--- config.mk ---
export PLATFORM = sky130hd
export DESIGN_NAME = pwr_gate_seq
export DESIGN_NICKNAME = d
export VERILOG_FILES = /design/src/rtl/pgs_pkg.sv /design/src/rtl/pgs_regs.sv /design/src/rtl/pgs_arb.sv /design/src/rtl/pgs_fsm.sv /design/src/rtl/pwr_gate_seq.sv
export SDC_FILE = /design/constraint.sdc
export NUM_CORES = 1
export LEC_CHECK = 0
export BUFFER_PORTS_ARGS = -buffer_cell sky130_fd_sc_hd__buf_2
export CORE_MARGIN = 1.5
export CORE_UTILIZATION = 35
export CTS_CLUSTER_DIAMETER = 30
export DETAILED_ROUTE_END_ITERATION = 12
export GPL_ROUTABILITY_DRIVEN = 1
export SKIP_CTS_REPAIR_TIMING = 1
export SYNTH_ARGS = -nofsm -noshare
export SYNTH_HDL_FRONTEND = slang
export SYNTH_SLANG_ARGS = --single-unit
export TNS_END_PERCENT = 100
--- constraint.sdc ---
create_clock -name clk -period 5.4 [get_ports clk]
set_clock_uncertainty 0.1 [all_clocks]
set_input_delay 1.08 -clock clk [delete_from_list [all_inputs] [get_ports clk]]
set_output_delay 1.08 -clock clk [all_outputs]
set_load 0.01 [all_outputs]
--- src/rtl/pgs_pkg.sv ---
package pgs_pkg;
  localparam int unsigned WAIT_W    = 4;
  localparam int unsigned DATA_W    = 32;
  localparam int unsigned DIR_W     = 5;
  // control word bit positions
  localparam int unsigned B_COLLAPSE = 0;
  localparam int unsigned B_HWTRIG   = 1;
  localparam int unsigned B_OVR      = 2;
  localparam int unsigned B_DIR_LSB  = 3;
  localparam int unsigned B_RET      = 11;
  localparam int unsigned B_CD_LSB   = 12;
  localparam int unsigned B_EF_LSB   = 16;
  localparam int unsigned B_ER_LSB   = 20;
  localparam int unsigned B_STATUS   = 31;
  // configuration word bit positions
  localparam int unsigned B_DN_DONE  = 15;
  localparam int unsigned B_UP_DONE  = 16;
  localparam int unsigned CFG_OFS    = 4;

  typedef enum logic [3:0] {
    ST_OFF, ST_UP_WAKE, ST_UP_FEW, ST_UP_REST, ST_UP_CLAMP, ST_UP_RST, ST_ON,
    ST_DN_WAKE, ST_DN_CLK, ST_DN_RST, ST_DN_CLAMP, ST_DN_REST, ST_DN_FEW
  } pgs_state_e;

  // field order matches direct drive bits 7:3
  typedef struct packed {
    logic clk_gate;
    logic rst;
    logic clamp;
    logic rest;
    logic few;
  } pgs_drv_t;

  function automatic pgs_drv_t state_drive(input pgs_state_e s);
    pgs_drv_t d;
    case (s)
      ST_UP_FEW, ST_DN_REST:   d = 5'b11101;
      ST_UP_REST, ST_DN_CLAMP: d = 5'b11111;
      ST_UP_CLAMP, ST_DN_RST:  d = 5'b11011;
      ST_UP_RST, ST_DN_CLK:    d = 5'b10011;
      ST_ON, ST_DN_WAKE:       d = 5'b00011;
      default:                 d = 5'b11100;
    endcase
    return d;
  endfunction

  function automatic logic is_stable(input pgs_state_e s);
    return (s == ST_OFF) || (s == ST_ON);
  endfunction

  function automatic logic is_powered(input pgs_state_e s);
    return s inside {ST_UP_FEW, ST_UP_REST, ST_UP_CLAMP, ST_UP_RST, ST_ON, ST_DN_WAKE};
  endfunction

  function automatic logic is_rising(input pgs_state_e s);
    return s inside {ST_UP_WAKE, ST_UP_FEW, ST_UP_REST, ST_UP_CLAMP, ST_UP_RST};
  endfunction

  function automatic logic is_falling(input pgs_state_e s);
    return s inside {ST_DN_WAKE, ST_DN_CLK, ST_DN_RST, ST_DN_CLAMP, ST_DN_REST, ST_DN_FEW};
  endfunction

  function automatic pgs_state_e succ(input pgs_state_e s);
    case (s)
      ST_UP_WAKE:  return ST_UP_FEW;
      ST_UP_FEW:   return ST_UP_REST;
      ST_UP_REST:  return ST_UP_CLAMP;
      ST_UP_CLAMP: return ST_UP_RST;
      ST_UP_RST:   return ST_ON;
      ST_DN_WAKE:  return ST_DN_CLK;
      ST_DN_CLK:   return ST_DN_RST;
      ST_DN_RST:   return ST_DN_CLAMP;
      ST_DN_CLAMP: return ST_DN_REST;
      ST_DN_REST:  return ST_DN_FEW;
      ST_DN_FEW:   return ST_OFF;
      default:     return s;
    endcase
  endfunction

  function automatic logic [31:0] pow2(input logic [WAIT_W-1:0] n);
    return 32'd1 << n;
  endfunction

  // number of cycles a phase is held
  function automatic logic [31:0] phase_len(input pgs_state_e s,
                                            input logic [WAIT_W-1:0] er,
                                            input logic [WAIT_W-1:0] ef,
                                            input logic [WAIT_W-1:0] cd,
                                            input logic [31:0] start_len,
                                            input logic [31:0] clk_len);
    case (s)
      ST_UP_WAKE, ST_DN_WAKE:                       return start_len;
      ST_UP_FEW, ST_DN_FEW:                         return pow2(ef);
      ST_UP_REST, ST_DN_REST:                       return pow2(er);
      ST_UP_CLAMP, ST_DN_CLK, ST_DN_RST, ST_DN_CLAMP: return pow2(cd);
      ST_UP_RST:                                    return clk_len;
      default:                                      return 32'd1;
    endcase
  endfunction
endpackage

--- src/rtl/pgs_regs.sv ---
module pgs_regs import pgs_pkg::*; #(
  parameter int unsigned ADDR_W = 3,
  parameter logic [WAIT_W-1:0] RST_ER = 4'd2,
  parameter logic [WAIT_W-1:0] RST_EF = 4'd8,
  parameter logic [WAIT_W-1:0] RST_CD = 4'd2
) (
  input  logic              clk,
  input  logic              rst_n,
  input  logic [ADDR_W-1:0] reg_addr,
  input  logic              reg_wr,
  input  logic [DATA_W-1:0] reg_wdata,
  output logic [DATA_W-1:0] reg_rdata,
  input  logic              status,
  input  logic              up_done,
  input  logic              dn_done,
  output logic              collapse,
  output logic              hw_en,
  output logic              ovr,
  output pgs_drv_t          direct,
  output logic              ret_en,
  output logic [WAIT_W-1:0] er,
  output logic [WAIT_W-1:0] ef,
  output logic [WAIT_W-1:0] cd
);
  localparam logic [ADDR_W-1:0] A_CTRL = '0;
  localparam logic [ADDR_W-1:0] A_CFG  = ADDR_W'(CFG_OFS);

  logic ctrl_wr;
  logic [DATA_W-1:0] ctrl_word, cfg_word;
  logic unused_wbits;

  assign ctrl_wr = reg_wr && (reg_addr == A_CTRL);
  assign unused_wbits = ^{reg_wdata[30:24], reg_wdata[10:8], reg_wdata[31]};

  always_ff @(posedge clk or negedge rst_n) begin
    if (!rst_n) begin
      collapse <= 1'b1;
      hw_en    <= 1'b0;
      ovr      <= 1'b0;
      direct   <= 5'b11100;
      ret_en   <= 1'b0;
      er       <= RST_ER;
      ef       <= RST_EF;
      cd       <= RST_CD;
    end else if (ctrl_wr) begin
      collapse <= reg_wdata[B_COLLAPSE];
      hw_en    <= reg_wdata[B_HWTRIG];
      ovr      <= reg_wdata[B_OVR];
      direct   <= reg_wdata[B_DIR_LSB +: DIR_W];
      ret_en   <= reg_wdata[B_RET];
      er       <= reg_wdata[B_ER_LSB +: WAIT_W];
      ef       <= reg_wdata[B_EF_LSB +: WAIT_W];
      cd       <= reg_wdata[B_CD_LSB +: WAIT_W];
    end
  end

  always_comb begin
    ctrl_word = '0;
    ctrl_word[B_COLLAPSE] = collapse;
    ctrl_word[B_HWTRIG]   = hw_en;
    ctrl_word[B_OVR]      = ovr;
    ctrl_word[B_DIR_LSB +: DIR_W] = direct;
    ctrl_word[B_RET]      = ret_en;
    ctrl_word[B_CD_LSB +: WAIT_W] = cd;
    ctrl_word[B_EF_LSB +: WAIT_W] = ef;
    ctrl_word[B_ER_LSB +: WAIT_W] = er;
    ctrl_word[B_STATUS]   = status;
    cfg_word = '0;
    cfg_word[B_UP_DONE] = up_done;
    cfg_word[B_DN_DONE] = dn_done;
    if (reg_addr == A_CTRL)     reg_rdata = ctrl_word;
    else if (reg_addr == A_CFG) reg_rdata = cfg_word;
    else                        reg_rdata = '0;
  end


  cfg_write_ignored_chk: assert property (@(posedge clk) disable iff (!rst_n)
    (reg_wr && reg_addr == A_CFG) |=> $stable({collapse, hw_en, ovr, direct, ret_en, er, ef, cd}));
endmodule

--- src/rtl/pgs_arb.sv ---
module pgs_arb (
  input  logic clk,
  input  logic rst_n,
  input  logic hw_en,
  input  logic collapse,
  input  logic hw_req,
  input  logic stable,
  output logic cmd_on
);
  logic hw_mode_q;

  always_ff @(posedge clk or negedge rst_n) begin
    if (!rst_n)      hw_mode_q <= 1'b0;
    else if (stable) hw_mode_q <= hw_en;
  end

  assign cmd_on = hw_mode_q ? hw_req : ~collapse;


  hand_off_chk: assert property (@(posedge clk) disable iff (!rst_n)
    (hw_mode_q != $past(hw_mode_q)) |-> $past(stable));
endmodule

--- src/rtl/pgs_fsm.sv ---
module pgs_fsm import pgs_pkg::*; #(
  parameter int unsigned START_CYC = 8,
  parameter int unsigned CLK_HOLD  = 4
) (
  input  logic              clk,
  input  logic              rst_n,
  input  logic              cmd_on,
  input  logic              freeze,
  input  logic [WAIT_W-1:0] er,
  input  logic [WAIT_W-1:0] ef,
  input  logic [WAIT_W-1:0] cd,
  output pgs_state_e        state
);
  localparam int unsigned CNT_W = (1 << WAIT_W) + 1;

  pgs_state_e state_q, state_d;
  logic [CNT_W-1:0] cnt_q, cnt_d;
  logic [31:0] hold_len;
  logic phase_done;

  assign hold_len   = phase_len(state_q, er, ef, cd, 32'(START_CYC), 32'(CLK_HOLD));
  assign phase_done = ({15'd0, cnt_q} >= (hold_len - 32'd1));

  always_comb begin
    state_d = state_q;
    case (state_q)
      ST_OFF:  if (cmd_on)  state_d = ST_UP_WAKE;
      ST_ON:   if (!cmd_on) state_d = ST_DN_WAKE;
      default: if (phase_done) state_d = succ(state_q);
    endcase
    if (freeze) state_d = state_q;
  end

  always_comb begin
    if (freeze)                                        cnt_d = cnt_q;
    else if (state_d != state_q || is_stable(state_q)) cnt_d = '0;
    else                                               cnt_d = cnt_q + 1'b1;
  end

  always_ff @(posedge clk or negedge rst_n) begin
    if (!rst_n) begin
      state_q <= ST_OFF;
      cnt_q   <= '0;
    end else begin
      state_q <= state_d;
      cnt_q   <= cnt_d;
    end
  end

  assign state = state_q;


  phase_len_chk: assert property (@(posedge clk) disable iff (!rst_n)
    (state_q != $past(state_q) && !is_stable($past(state_q))) |-> $past(phase_done));

  no_reverse_up_chk: assert property (@(posedge clk) disable iff (!rst_n)
    is_rising(state_q) |=> (is_rising(state_q) || state_q == ST_ON));

  no_reverse_dn_chk: assert property (@(posedge clk) disable iff (!rst_n)
    is_falling(state_q) |=> (is_falling(state_q) || state_q == ST_OFF));

  freeze_hold_chk: assert property (@(posedge clk) disable iff (!rst_n)
    freeze |=> $stable(state_q));
endmodule

--- src/rtl/pwr_gate_seq.sv ---
module pwr_gate_seq import pgs_pkg::*; #(
  parameter int unsigned ADDR_W    = 3,
  parameter int unsigned START_CYC = 8,
  parameter int unsigned CLK_HOLD  = 4,
  parameter logic [WAIT_W-1:0] RST_ER = 4'd2,
  parameter logic [WAIT_W-1:0] RST_EF = 4'd8,
  parameter logic [WAIT_W-1:0] RST_CD = 4'd2
) (
  input  logic              clk,
  input  logic              rst_n,
  input  logic [ADDR_W-1:0] reg_addr,
  input  logic              reg_wr,
  input  logic [31:0]       reg_wdata,
  output logic [31:0]       reg_rdata,
  input  logic              hw_req,
  output logic              hs_few_en,
  output logic              hs_rest_en,
  output logic              clamp_en,
  output logic              dom_rst,
  output logic              clk_gate,
  output logic              ff_ret_en
);
  logic collapse, hw_en, ovr, ret_en;
  logic [WAIT_W-1:0] er, ef, cd;
  pgs_drv_t direct, drv;
  pgs_state_e state;
  logic cmd_on, status, up_done, dn_done, stable;

  assign status  = is_powered(state);
  assign up_done = (state == ST_ON);
  assign dn_done = (state == ST_OFF);
  assign stable  = is_stable(state);

  pgs_regs #(.ADDR_W(ADDR_W), .RST_ER(RST_ER), .RST_EF(RST_EF), .RST_CD(RST_CD)) u_regs (
    .clk(clk), .rst_n(rst_n), .reg_addr(reg_addr), .reg_wr(reg_wr),
    .reg_wdata(reg_wdata), .reg_rdata(reg_rdata), .status(status),
    .up_done(up_done), .dn_done(dn_done), .collapse(collapse), .hw_en(hw_en),
    .ovr(ovr), .direct(direct), .ret_en(ret_en), .er(er), .ef(ef), .cd(cd)
  );

  pgs_arb u_arb (
    .clk(clk), .rst_n(rst_n), .hw_en(hw_en), .collapse(collapse),
    .hw_req(hw_req), .stable(stable), .cmd_on(cmd_on)
  );

  pgs_fsm #(.START_CYC(START_CYC), .CLK_HOLD(CLK_HOLD)) u_fsm (
    .clk(clk), .rst_n(rst_n), .cmd_on(cmd_on), .freeze(ovr),
    .er(er), .ef(ef), .cd(cd), .state(state)
  );

  assign drv        = ovr ? direct : state_drive(state);
  assign hs_few_en  = drv.few;
  assign hs_rest_en = drv.rest;
  assign clamp_en   = drv.clamp;
  assign dom_rst    = drv.rst;
  assign clk_gate   = drv.clk_gate;
  assign ff_ret_en  = ret_en;


  status_rise_chk: assert property (@(posedge clk) disable iff (!rst_n)
    $rose(status) |-> $past(state) == ST_UP_WAKE);

  status_fall_chk: assert property (@(posedge clk) disable iff (!rst_n)
    $fell(status) |-> $past(state) == ST_DN_WAKE);

  clock_safe_chk: assert property (@(posedge clk) disable iff (!rst_n)
    (!ovr && !clk_gate) |-> (!clamp_en && !dom_rst && hs_rest_en && hs_few_en));
endmodule

==> metrics.txt, run 1 <==
status=finished clean; CP Data Arrival Time=5.15 ns; commonest non-fill, non-tap cell in the layout=buf_2; Bufs on Longest Clock Path=2; dpl hpwl=5810 um; FP Rows=36; Synth top area share=25.7%; CP endpoint kind=flip-flop; EDFF count, synth=0; clock period minus worst slack=5.03 ns; fill count=999; Final Max Slew Viols=0; Async S/R FF share, synth=100%; design area=0.00403 sq mm; Final Setup Violations=0; Max Cap Violations=0; worst setup path end=u_fsm.cnt_q[5]$_DFFE_PN0N_; Critical Path RT=5.53 ns; CP max stage cell=dfrtp_1; WS Path Type=reg -> reg; die area=0.0106 sq mm; R2R setup slack=0.37 ns; total iterations of the first detailed-routing run=4; first-pass GRT wire length=13200 um; Routed Antenna Nets=0; most frequent cells in the layout=55 x buf_2, 34 x dfrtp_1, 23 x mux2_2; simple-gate portion of the synthesized area=19.6%; share of cells above drive strength 1=33.9%; Synth area leader=dfrtp_1; Synth Area in Adders=7.14%; initial antenna violation count=0; Congestion Overflow GR=0; post-synth cell types=67; cells along the critical path=nand2_1, o22a_1, o221ai_1, nor3b_1, or3b_2, ha_1, o21ai_2, a311o_1, nor2_1, a31oi_1, ha_1, a21o_1, a211o_1, a211oi_1, a31oi_2, o2111ai_2, a21oi_4, buf_4, a21oi_1; crit-path max FO=16; fin crit share=93.1%; Max VDD drop=0.167 mV; CP most frequent cell=ha_1; largest net degree at the start of global routing=44; ant diodes=0; Synth Area in Compound Gates=19.8%; mux contribution to synthesized area=10.5%; setup slack after layout=0.373 ns; synth warn=0; vias in the first global route=2756; Post-Syn Area=0.00351 sq mm; placed cell area=0.00390 sq mm; core area=0.00973 sq mm; Slew Limit Headroom=34.5%; Peak Freq=199 MHz; Initial DRC Count=112; pwr dens=406 mW/mm^2; RR Startpoint=u_fsm.state[0]$_DFF_PN0_; total number of vias=2959; PortBufs=55; FF+latch count, synth=43; Total GRT Usage=15.4%; total wire length=7670 um; Post-layout nets=486; register area share after synthesis=30.9%; Final Hold Viols=0; Critical R2R Capture=u_fsm.cnt_q[5]$_DFFE_PN0N_; LEAKAGE=1.82 nW; CP Launch Point=u_fsm.state[0]$_DFF_PN0_; TritonCTS clock tree=yes; xor/xnor cell area share of the yosys netlist=4.74%; clock transition at the registers of the reported paths=0.09 ns; CTS root buf=clkbuf_8; R2R cell count=19; P&R area growth vs syn=14.8%; Avg Inst Size Synth=9.35 sq um; Worst-Margin Slew=0.982 ns; Die X=103 um; worst hold slack=0.435 ns; Via density=5.27; Avg WL per Cell=13.7 um; Setup crit start kind=flip-flop; pre-CTS WS=-0.154 ns; Hold WC Path Type=reg -> reg; io pins=77; Worst-Skew Late Latency=0.30 ns; gpl congestion=0.803; Synth area leaders=dfrtp_1 26%, mux2_2 7.4%, ha_1 7.1%, dfstp_2 5.2%, xor2_1 3.7%; largest family of logic cells by synthesized area=compound AO/OA/AOI/OAI gates; Initial Utilization=36.0%; total chip power=0.00163 W; TNS Setup=0 ns; clk sinks=43; Mapped Cells=375; die height=103 um; cts bufs inserted=5; post-route DRC violation count=0; Synth Flop Type=dfrtp_1; Worst path max stage delay=0.54 ns; Max H-tree Level=2
[worst min-delay path by stage]
stage / startpoint / endpoint / cells after the start
after floorplan: u_regs.er[2]$_DFFE_PN0P_ / u_regs.er[2]$_DFFE_PN0P_ / 1
after global placement: u_regs.ret_en$_DFFE_PN0P_ / u_regs.ret_en$_DFFE_PN0P_ / 1
after detailed placement: u_regs.ret_en$_DFFE_PN0P_ / u_regs.ret_en$_DFFE_PN0P_ / 1
after CTS: u_regs.ret_en$_DFFE_PN0P_ / u_regs.ret_en$_DFFE_PN0P_ / 1
after global routing: u_regs.ret_en$_DFFE_PN0P_ / u_regs.ret_en$_DFFE_PN0P_ / 1
final: u_regs.direct[1]$_DFFE_PN0P_ / u_regs.direct[1]$_DFFE_PN0P_ / 1
[metrics by stage]
step | instances | utilization, %
2_1_floorplan | 384 | -
3_3_place_gp | 551 | 40.0
3_5_place_dp | 551 | 40.0
4_1_cts | 559 | 41.0
5_1_grt | 561 | 41.4
6_report | 561 | 41.4
[metal layers]
| layer | GRT usage [%] | share of wire (%) | vias to the layer above |
|---|---|---|---|
| met5 | 0 | 0 | - |
| met4 | 3.43 | 1.0 | 0 |
| met3 | 2.24 | 2.6 | 6 |
| met2 | 25.6 | 47 | 45 |
| met1 | 21.3 | 49 | 1464 |
| li1 | - | - | 1444 |
[cell families (layout without fill, tap and decap cells)]
| group | Yosys count | in the layout |
|---|---|---|
| other | 1 | 10 |
| muxes | 34 | 34 |
| DFF | 43 | 43 |
| and+or+nand+nor | 123 | 123 |
| buffers and inverters | 47 | 91 |
| AOI/OAI and AO/OA | 88 | 88 |
| xor gates and xnor gates | 19 | 19 |
| adders and majority gates | 20 | 20 |
[sequential cells by signal, indices dropped and copies added (netlist names)]
register         count
u_fsm.state          4
u_regs.direct        5
u_regs.cd            4
u_regs.er            4
u_regs.hw_en         1
u_regs.ret_en        1
u_regs.ovr           1
u_regs.collapse      1
u_arb.hw_mode_q      1
u_regs.ef            4
u_fsm.cnt_q         17
[cells in the mapped netlist, drive strengths merged, types with 2 or more instances]
library cell / count
a31oi: 5
a32oi: 3
and3: 6
nor3b: 2
nor4: 7
nor2b: 4
ha: 20
dfstp: 7
inv: 8
nor3: 7
a22oi: 2
o21ba: 3
mux2i: 11
a211oi: 2
o21ai: 20
o221a: 2
nand3b: 4
or4: 2
a21oi: 24
xor2: 15
nand3: 11
xnor2: 4
clkbuf: 12
buf: 27
nand2: 21
a21o: 6
nand4: 5
nand2b: 5
nor2: 21
or2: 2
dfrtp: 36
a2bb2oi: 4
o211ai: 3
and2: 20
mux2: 23
[critical path, delay by kind of cell (launching register included)]
kind | cells | cell delay [ns]
buffers and inverters | 1 | 0.24
and+or+nand+nor | 4 | 1.09
adders and majority gates | 2 | 0.52
AOI/OAI and AO/OA | 12 | 2.45
DFF | 1 | 0.54
[report_power, final]
group          leakage (nW)  switching, W  internal (W)
clock network        0.0402      0.000121     0.0000902
registers             0.533     0.0000924      0.000391
logic                  1.25      0.000515      0.000424
[final cells by class]
class                           count  area, sq um  share of cell area (%)
Clock buffer                        5         68.8                    1.71
Clock inverter                      3         20.0                   0.497
Inverter                            8         30.0                   0.746
Multi-Input combinational cell    294         2210                    55.0
Sequential cell                    43         1090                    27.0
Tap cell                          133          166                    4.13
Timing Repair Buffer               75          438                    10.9
(Power assumes the default switching activity.)
==> run 2, diff against run 1 <==
- SYNTH_HIERARCHICAL: unset -> 1
==> run 2 against run 1 <==
Count of clock-buffer cells in the layout did not move. Sequential cell count did not move. Combinational power rose by 22%. Critical path depth rose by 4. Die area fell by 0.76%. Critical endpoint is now u_fsm/cnt_q[8]$_DFFE_PN0N_.
==> metrics.txt, run 2 <==
Final Max Slew Viols=0 (unchanged); WS Path Type=reg -> reg; cts bufs inserted=5 (unchanged); Comb pwr share=61.3% (+3.8 points); Async S/R FF share, synth=100% (unchanged); register area share after synthesis=31.2% (+0.24 points); Synth area leader=dfrtp_1; TNS Setup=0 ns (unchanged); die height=103 um (-0.38%); Synth area leaders=dfrtp_1 26%, ha_1 7.2%, mux2_2 7.1%, dfstp_2 5.3%, and2_1 4.1%; P&R area growth vs syn=18.7%; pre-CTS WS=0.0439 ns (+0.198 ns); total wire length=7930 um (+3.4%); Via density=4.91 (-6.9%); Synth top area share=25.9% (+0.20 points); Hold WC Path Type=reg -> reg; Psw=0.000822 W (+13%); core area=0.00973 sq mm (unchanged); Routed Antenna Nets=0 (unchanged); post-route DRC violation count=0 (unchanged); Synth Flop Type=dfrtp_1; Congestion Overflow GR=0 (unchanged); clock period minus worst slack=5.03 ns (+0.00727 ns); max reg flops=17 (unchanged); crit-path max FO=14 (-2); share of cells above drive strength 1=35.7% (+1.8 points); biggest regs=u_fsm/cnt_q x17, u_regs/direct x5; clk sinks=43 (unchanged); Bufs on Longest Clock Path=2 (unchanged); CTS root buf=clkbuf_8; pwr dens=451 mW/mm^2 (+11%); Critical Path RT=5.53 ns (about the same); clock share of power=11.9% (-1.0 points); vias in the first global route=2780 (+0.87%); CP endpoint kind=flip-flop; TritonCTS clock tree=yes; FF+latch count, synth=43 (unchanged); Max H-tree Level=2 (unchanged); clock transition at the registers of the reported paths=0.10 ns (about the same); io pins=77 (unchanged); dpl hpwl=5960 um (+2.6%); Flop pwr share=26.8% (-2.8 points); Slew Limit Headroom=32.6% (-1.9 points); dpl cells=571 (+3.6%); Max Cap Violations=0 (unchanged); commonest cells in the netlist=36 x dfrtp_1, 33 x nand2_1, 27 x nor2_1; CP Data Arrival Time=5.16 ns (about the same); Mapped Cells=376 (+0.27%); Avg Inst Size Synth=9.25 sq um (-1.0%); Max VDD drop=0.176 mV (+5.6%); post-synth cell types=63 (-6.0%); initial antenna violation count=0 (unchanged); Final Setup Violations=0 (unchanged); Peak Freq=199 MHz (-0.14%); Switching Share=44.2% (-0.39 points); Post-layout nets=506 (+4.1%); EDFF count, synth=0 (unchanged); first-pass GRT wire length=13000 um (-1.0%); fin cells=581 (+3.6%); total iterations of the first detailed-routing run=4 (unchanged); FP Rows=36 (unchanged); ant diodes=0 (unchanged); Initial DRC Count=93 (-17%); Final Hold Viols=0 (unchanged); Total GRT Usage=15.6% (+0.18 points); LEAKAGE=1.85 nW (+1.5%); Final Util=42.4% (+1.1 points); most frequent cells in the layout=55 x buf_2, 33 x nand2_1, 33 x dfrtp_1; Worst-Margin Slew=1.01 ns (+0.0285 ns); fin crit share=93.2% (+0.13 points); fill count=1000 (+0.10%); Avg WL per Cell=13.6 um (-0.18%); Setup crit start kind=flip-flop; synth warn=6 (+6); Initial Utilization=35.8% (-0.28 points); gpl congestion=0.810 (+0.98%); Biggest register=u_fsm/cnt_q; die area=0.0105 sq mm (-0.76%); Post-Syn Area=0.00348 sq mm (-0.78%); total number of vias=2854 (-3.5%); Die X=103 um (-0.38%); cell-internal power=0.00104 W (+15%); worst hold slack=0.437 ns (+0.00279 ns); PortBufs=55 (unchanged); status=finished clean; commonest non-fill, non-tap cell in the layout=buf_2; setup slack after layout=0.366 ns (-0.00727 ns); Worst-Skew Late Latency=0.31 ns (about the same); largest net degree at the start of global routing=44 (unchanged); most common cell in the netlist=dfrtp_1
run 2: changes by cell type after synthesis, moves of 4 or more:
cell	previous run	this run
a21oi_2	10	2
a2bb2oi_1	4	0
clkbuf_1	12	5
mux2i_1	11	5
nand2_1	21	33
nor2_1	21	27
nor2_2	0	11
nor3_1	6	15
o21ai_0	17	8
o21ai_1	1	8
xnor2_1	4	8
xor2_1	15	10
run 2: metal layers:
metal  vias up  part of all wire (%)  track usage, %
met1      1311                    47            20.1
met5         -                     0               0
met2        68                    48            27.4
met3        10                   4.0            2.64
li1       1465                     -               -
met4         0                  0.96            3.16
run 2: per-stage QoR:
stage                     cell area [sq um]  total power [W]
final                                  4130          0.00186
after global routing                   4130          0.00206
after CTS                              4060          0.00185
after global placement                 3970          0.00159
after detailed placement               3970          0.00162
after floorplan                        3510          0.00132
run 2: final timing paths:
check | cells past startpoint | endpoint | slack, ns | startpoint
max in group asynchronous | 1 | u_fsm/state[0]$_DFF_PN0_ | 3.72 | rst_n
min reg2reg | 1 | u_regs/direct[1]$_DFFE_PN0P_ | 0.44 | u_regs/direct[1]$_DFFE_PN0P_
min | 1 | u_regs/direct[1]$_DFFE_PN0P_ | 0.44 | u_regs/direct[1]$_DFFE_PN0P_
max reg2reg | 23 | u_fsm/cnt_q[8]$_DFFE_PN0N_ | 0.37 | u_fsm/state[1]$_DFF_PN0_
max | 23 | u_fsm/cnt_q[8]$_DFFE_PN0N_ | 0.37 | u_fsm/state[1]$_DFF_PN0_
min in group asynchronous | 1 | u_regs/direct[0]$_DFFE_PN0P_ | 0.81 | rst_n
run 2: cell type report:
cell class | count | area, sq um | share of cell area (%)
Multi-Input combinational cell | 301 | 2210 | 53.6
Sequential cell | 43 | 1090 | 26.4
Timing Repair Buffer | 85 | 526 | 12.7
Tap cell | 133 | 166 | 4.03
Clock buffer | 5 | 68.8 | 1.67
Inverter | 11 | 41.3 | 1.00
Clock inverter | 3 | 23.8 | 0.576
run 2: cell families after synthesis:
group	synth area share (%)
xor gates and xnor gates	4.53
and+or+nand+nor	22.9
other	0.108
muxes	9.74
adders and majority gates	7.19
buffers and inverters	7.16
DFF	31.2
AOI/OAI and AO/OA	17.2
run 2: power by group through the flow:
stage / combinational (W) / sequential, W / clock [W]
after global placement: 0.00109 / 0.000500 / 0
after CTS: 0.00112 / 0.000499 / 0.000230
final: 0.00114 / 0.000499 / 0.000222
after global routing: 0.00130 / 0.000516 / 0.000244
after detailed placement: 0.00111 / 0.000506 / 0
after floorplan: 0.000860 / 0.000465 / 0
run 2: worst max-delay path, cell delays in order (launching register included):
cell and delay, ns:
dfrtp_2 0.46, buf_4 0.16, nor4b_4 0.27, nand2_1 0.14, o211ai_4 0.09, inv_1 0.07, and2_1 0.16, a221oi_2 0.30
ha_1 0.23, o31ai_1 0.11, a41oi_4 0.19, and2b_2 0.24, mux2i_1 0.19, a21oi_1 0.09, ha_1 0.28, a21o_1 0.18
a221oi_1 0.32, o221ai_1 0.19, a32oi_2 0.25, a21oi_2 0.09, a221oi_2 0.34, a21oi_4 0.10, buf_12 0.20, nor3_1 0.18
